==> config.mk <==
export PLATFORM = sky130hd
export DESIGN_NAME = icap_unit
export DESIGN_NICKNAME = d
export VERILOG_FILES = /design/src/rtl/icap_pkg.sv /design/src/rtl/icap_sync.sv /design/src/rtl/icap_filter.sv /design/src/rtl/icap_edge.sv /design/src/rtl/icap_unit.sv
export SDC_FILE = /design/constraint.sdc
export NUM_CORES = 1
export LEC_CHECK = 0
export BUFFER_PORTS_ARGS = -buffer_cell sky130_fd_sc_hd__buf_2
export CAP_MARGIN = 40
export CORE_UTILIZATION = 49
export DETAILED_ROUTE_END_ITERATION = 6
export PLACE_DENSITY_LB_ADDON = 0.3
export SLEW_MARGIN = 20
export SYNTH_ARGS = -nofsm -noshare
export SYNTH_HDL_FRONTEND = slang
export SYNTH_SLANG_ARGS = --single-unit
export TNS_END_PERCENT = 20
==> constraint.sdc <==
create_clock -name clk_i -period 3.38 [get_ports clk_i]
set_input_delay 0.338 -clock clk_i [delete_from_list [all_inputs] [get_ports clk_i]]
set_output_delay 0.338 -clock clk_i [all_outputs]
set_load 0.02 [all_outputs]
==> src/rtl/icap_pkg.sv <==
package icap_pkg;

    typedef enum logic {
        EDGE_FALL = 1'b0,
        EDGE_RISE = 1'b1
    } edge_sel_e;

endpackage

==> src/rtl/icap_sync.sv <==
module icap_sync #(
    parameter int STAGES = 2
) (
    input  logic clk_i,
    input  logic rst_i,
    input  logic d_i,
    output logic q_o
);

    typedef struct packed {
        logic [STAGES-1:0] chain;
    } sync_st_t;

    sync_st_t st_d, st_q;

    always_comb begin
        st_d = st_q;
        st_d.chain[0] = d_i;
        for (int i = 1; i < STAGES; i++) begin
            st_d.chain[i] = st_q.chain[i-1];
        end
        if (rst_i) begin
            st_d.chain = {STAGES{d_i}};
        end
    end

    always_ff @(posedge clk_i) begin
        st_q <= st_d;
    end

    assign q_o = st_q.chain[STAGES-1];

endmodule

==> src/rtl/icap_filter.sv <==
module icap_filter #(
    parameter int TAPS = 4
) (
    input  logic clk_i,
    input  logic rst_i,
    input  logic s_i,
    output logic out_o
);

    localparam int HW = TAPS - 1;

    typedef struct packed {
        logic [HW-1:0] hist;
        logic          out;
    } filt_st_t;

    filt_st_t         st_d, st_q;
    logic [TAPS-1:0]  window;
    logic             agree;

    assign window = {st_q.hist, s_i};
    assign agree  = (&window) | ~(|window);

    always_comb begin
        st_d = st_q;
        st_d.hist[0] = s_i;
        for (int i = 1; i < HW; i++) begin
            st_d.hist[i] = st_q.hist[i-1];
        end
        if (agree) begin
            st_d.out = s_i;
        end
        if (rst_i) begin
            st_d.hist = {HW{s_i}};
            st_d.out  = s_i;
        end
    end

    always_ff @(posedge clk_i) begin
        st_q <= st_d;
    end

    assign out_o = st_q.out;

    // the filtered level only ever moves to the sample seen one edge before
    a_r4_filter_follows_sample: assert property (@(posedge clk_i) disable iff (rst_i)
        !$stable(st_q.out) |-> (st_q.out == $past(s_i)));

endmodule

==> src/rtl/icap_edge.sv <==
module icap_edge
    import icap_pkg::*;
(
    input  logic clk_i,
    input  logic rst_i,
    input  logic lvl_i,
    input  logic sel_i,
    input  logic arm_i,
    output logic fire_o
);

    typedef struct packed {
        logic prev;
    } edge_st_t;

    edge_st_t  st_d, st_q;
    edge_sel_e sel;
    logic      rise, fall;

    assign sel  = edge_sel_e'(sel_i);
    assign rise = lvl_i & ~st_q.prev;
    assign fall = ~lvl_i & st_q.prev;

    always_comb begin
        st_d      = st_q;
        st_d.prev = lvl_i;
    end

    always_ff @(posedge clk_i) begin
        st_q <= st_d;
    end

    assign fire_o = arm_i & ((sel == EDGE_RISE) ? rise : fall);

    // a trigger needs the level itself to have moved since last edge
    a_r10_fire_needs_change: assert property (@(posedge clk_i) disable iff (rst_i)
        fire_o |-> (lvl_i != st_q.prev));

endmodule

==> src/rtl/icap_unit.sv <==
module icap_unit
    import icap_pkg::*;
#(
    parameter int CNT_W       = 16,
    parameter int SYNC_STAGES = 2,
    parameter int FILT_TAPS   = 4
) (
    input  logic             clk_i,
    input  logic             rst_i,
    input  logic             pin_i,
    input  logic [CNT_W-1:0] count_i,
    input  logic             filt_en_i,
    input  logic             edge_sel_i,
    input  logic             flag_clr_i,
    input  logic             irq_en_i,
    input  logic             top_mode_i,
    output logic [CNT_W-1:0] cap_o,
    output logic             flag_o,
    output logic             irq_o
);

    typedef struct packed {
        logic [CNT_W-1:0] cap;
        logic             flag;
    } unit_st_t;

    unit_st_t st_d, st_q;
    logic     sync_lvl;
    logic     filt_lvl;
    logic     det_lvl;
    logic     fire;

    icap_sync #(.STAGES(SYNC_STAGES)) u_sync (
        .clk_i (clk_i),
        .rst_i (rst_i),
        .d_i   (pin_i),
        .q_o   (sync_lvl)
    );

    generate
        if (FILT_TAPS > 1) begin : g_filt
            icap_filter #(.TAPS(FILT_TAPS)) u_filt (
                .clk_i (clk_i),
                .rst_i (rst_i),
                .s_i   (sync_lvl),
                .out_o (filt_lvl)
            );
        end else begin : g_nofilt
            assign filt_lvl = sync_lvl;
        end
    endgenerate

    assign det_lvl = filt_en_i ? filt_lvl : sync_lvl;

    icap_edge u_edge (
        .clk_i  (clk_i),
        .rst_i  (rst_i),
        .lvl_i  (det_lvl),
        .sel_i  (edge_sel_i),
        .arm_i  (~top_mode_i),
        .fire_o (fire)
    );

    always_comb begin
        st_d = st_q;
        if (fire) begin
            st_d.cap = count_i;
        end
        if (flag_clr_i) begin
            st_d.flag = 1'b0;
        end
        if (fire) begin
            st_d.flag = 1'b1;
        end
        if (rst_i) begin
            st_d = '0;
        end
    end

    always_ff @(posedge clk_i) begin
        st_q <= st_d;
    end

    assign cap_o  = st_q.cap;
    assign flag_o = st_q.flag;
    assign irq_o  = st_q.flag & irq_en_i;

    // a trigger stores the counter value seen on that edge
    a_r1_capture_loads: assert property (@(posedge clk_i) disable iff (rst_i)
        fire |=> (st_q.cap == $past(count_i)) && st_q.flag);

    // without a clear the flag is sticky
    a_r5_flag_sticky: assert property (@(posedge clk_i) disable iff (rst_i)
        (st_q.flag && !flag_clr_i) |=> st_q.flag);

    // a clear with no trigger drops the flag
    a_r5_clear_drops: assert property (@(posedge clk_i) disable iff (rst_i)
        (flag_clr_i && !fire) |=> !st_q.flag);

    // simultaneous trigger and clear leaves the flag set
    a_r6_set_wins: assert property (@(posedge clk_i) disable iff (rst_i)
        (flag_clr_i && fire) |=> st_q.flag);

    // capture register frozen while it serves as the wrap limit
    a_r8_top_blocks: assert property (@(posedge clk_i) disable iff (rst_i)
        top_mode_i |=> $stable(st_q.cap));

    // interrupt only with enable
    a_r7_irq_gated: assert property (@(posedge clk_i) disable iff (rst_i)
        irq_o |-> (irq_en_i && flag_o));

endmodule

==> flow_summary.ini <==
[layout]
n_antenna_cell = 0
final_area_um2 = 1240
layout-drive-gt1-share_pct = 37.1
synthToLayoutAreaGrowth_pct = 22.6
layout.nets = 157

[worst_hold_path]
min_path_type = in2reg
min_delay_worst_endpoint = u_sync.st_q[0]
whs_path_depth = 1
worstHoldStart = pin_i

[synthesis]
synth_cell_types = 18
syn_nets = 117
syn_inst = 93
synth_fa_ha_area_share_pct = 0
yosysTopAreaCellShare_pct = 45.4
synth.avg_cell_area_um2 = 10.9
yosys_register_bits = 24
seq_area_frac_synth_pct = 48.3
synth.top_cells.by_count = nand2b_1 (32), dfxtp_1 (23), mux2i_1 (16)
synth-async-reset-ratio_pct = 0
synthMuxAreaShare_pct = 19.9
synthTopCellsByArea = dfxtp_1 (45%), nand2b_1 (20%), mux2i_1 (16%)
synth-simple-area-share_pct = 22.8
yosys.area.top_type = dfxtp_1
synth-compound-area-share_pct = 3.70
synth_top_family_by_area = simple AND/OR/NAND/NOR gates
synth_xor_area_share_pct = 0
yosysWarningCount = 0
synth-main-ff-cell = dfxtp_1
synth-edff-count = 1
yosysMostFrequentCell = nand2b_1
syn-cell-area_um2 = 1010

[route]
dr_wl_met2_um = 721
num_vias = 730
highest_layer = met4
wl_per_cell_um = 9.94
wl_met1_um = 736
firstDrtPassIters = 3
met3_wirelength_um = 107
drc = 0
viasPerCell = 4.59
drtIter0Drc = 4
drtAntennaViolNets = 0
drt_wl_total_um = 1580

[floorplanning]
row_count = 16
die_w_um = 47.5
core_area_um2 = 1960
start_util_pct = 51.7
die_y_um = 47.5
ios = 42
dieArea_um2 = 2260

[cts]
cts_buffer_depth = 2
clock-sinks = 24
clk_latency_ns = 0.30
cts_hold_buf = 0
root_buffer = clkbuf_4
cts_resized = 0
numCtsBuffers = 3
clk_pin_slew_ns = 0.12
htreeDepth = 1
postCtsSetupRepairBufs = 0
tritoncts = built

[global_routing]
grt_max_degree = 39
grt_overflow = 0
grt_pass1_wl_um = 2210
antenna_found_initial = 0
grt_usage_pct = 14.2
grt_pass1_vias = 528

[power]
p_comb_share_pct = 15.4
ir_drop_mv = 0.306
power.density_nw_per_um2 = 437
power_switching_w = 0.000132
cellInternalPower_w = 0.000411
power.total_w = 0.000544
power.clock.fraction_pct = 27.0
leakage_nw = 0.562
p_seq_share_pct = 57.6
netSwitchingFraction_pct = 24.4

[critical_path]
startpoint_type = flop
cp.arrival_ns = 1.65
r2r-end = flag_o
critPathMaxFanout = 17
setup.worst_path.start = u_sync.st_q[1]
end_kind = flop
rr_startpoint = u_sync.st_q[1]
cp.required_ns = 3.60
ff2ff_path_depth = 3
critPathKind = reg2reg
r2r_slack_ns = 1.95

[placed_design]
placed_cell_area_um2 = 1210
dp_hpwl_um = 1110
gp_congestion = 0.652
io_buffer_count = 41
dpl_worst_slack_ns = 1.83

[timing]
tightest_slew_ns = 0.414
timing.fmax_mhz = 697
finalSetupViolations = 0
finalCritPeriodShare_pct = 42.4
slew_violations = 0
skew_ns = 0.00214
finalWorstSetupSlack_ns = 1.95
rsz0062_at_grt = no
period_needed_ns = 1.43
hold_viol = 0
maxSlewHeadroom_pct = 72.4
fin_setup_tns_ns = 0

[job]
drv_cap = 0

[run_status]
status = finished, final reports clean
-- per-layer routing --
metal | GRT usage (%) | vias up
met1 | 18.9 | 320
met4 | 6.86 | 0
met5 | 0 | -
met3 | 3.40 | 2
met2 | 21.6 | 27
li1 | - | 381
-- kinds of logic (layout without fill, tap and decap cells) --
family | after synthesis | in the layout
simple gates | 37 | 37
flops | 24 | 24
mux | 19 | 19
buf+inv | 8 | 47
compound gates | 5 | 5
-- how the worst max path moves through the flow --
stage / end / slack (ns)
global placement: flag_o / 1.85
finish: flag_o / 1.95
CTS: flag_o / 1.94
floorplan: cap_o[0] / 1.95
global route: flag_o / 1.90
detailed placement: flag_o / 1.83
-- power by group through the flow --
| stage | combinational (W) | sequential, W | clock [W] |
|---|---|---|---|
| 2_1_floorplan | 0.0000483 | 0.000332 | 0 |
| 3_3_place_gp | 0.0000829 | 0.000319 | 0 |
| 3_5_place_dp | 0.0000846 | 0.000320 | 0 |
| 4_1_cts | 0.0000849 | 0.000314 | 0.000152 |
| 5_1_grt | 0.0000925 | 0.000316 | 0.000164 |
| 6_report | 0.0000836 | 0.000313 | 0.000147 |
-- layout make-up --
type | count | area, um^2
flip-flops and latches | 24 | 490
inverters | 2 | 7.51
fillers | 183 | 718
well taps | 27 | 33.8
clock buffers | 4 | 36.3
repair buffers | 41 | 205
multi-input cells | 61 | 470
-- critical path: stages, from the launching register on --
cell     delay, ns
dfxtp_1       0.37
mux2_4        0.29
mux2_4        0.44
o21ba_2       0.24
-- cells in the final DEF, fill, tap and decap left out, types with 2 or more instances in the layout --
master | netlist | routed
nand2b_1 | 32 | 32
mux2i_1 | 16 | 16
inv_1 | 2 | 2
buf_2 | 0 | 41
o21ai_0 | 2 | 2
nor3b_1 | 2 | 2
mux2_4 | 2 | 2
clkbuf_4 | 0 | 3
dfxtp_1 | 23 | 23
-- through the flow --
step | cells | util [%] | hold slack [ns]
finish | 159 | 63.4 | 0.144
global route | 159 | 63.4 | 0.126
CTS | 159 | 63.4 | 0.138
detailed placement | 155 | 61.5 | 0.409
global placement | 155 | 61.5 | 0.409
floorplan | 93 | - | 0.366
-- registers in the layout, indices dropped and copies added, names as in the netlist --
name,cells
g_filt.u_filt.st_q,3
flag_o,1
u_sync.st_q,2
u_edge.st_q,1
g_filt.u_filt.out_o,1
cap_o,16
Note: power is estimated with default switching activity, not from simulation.
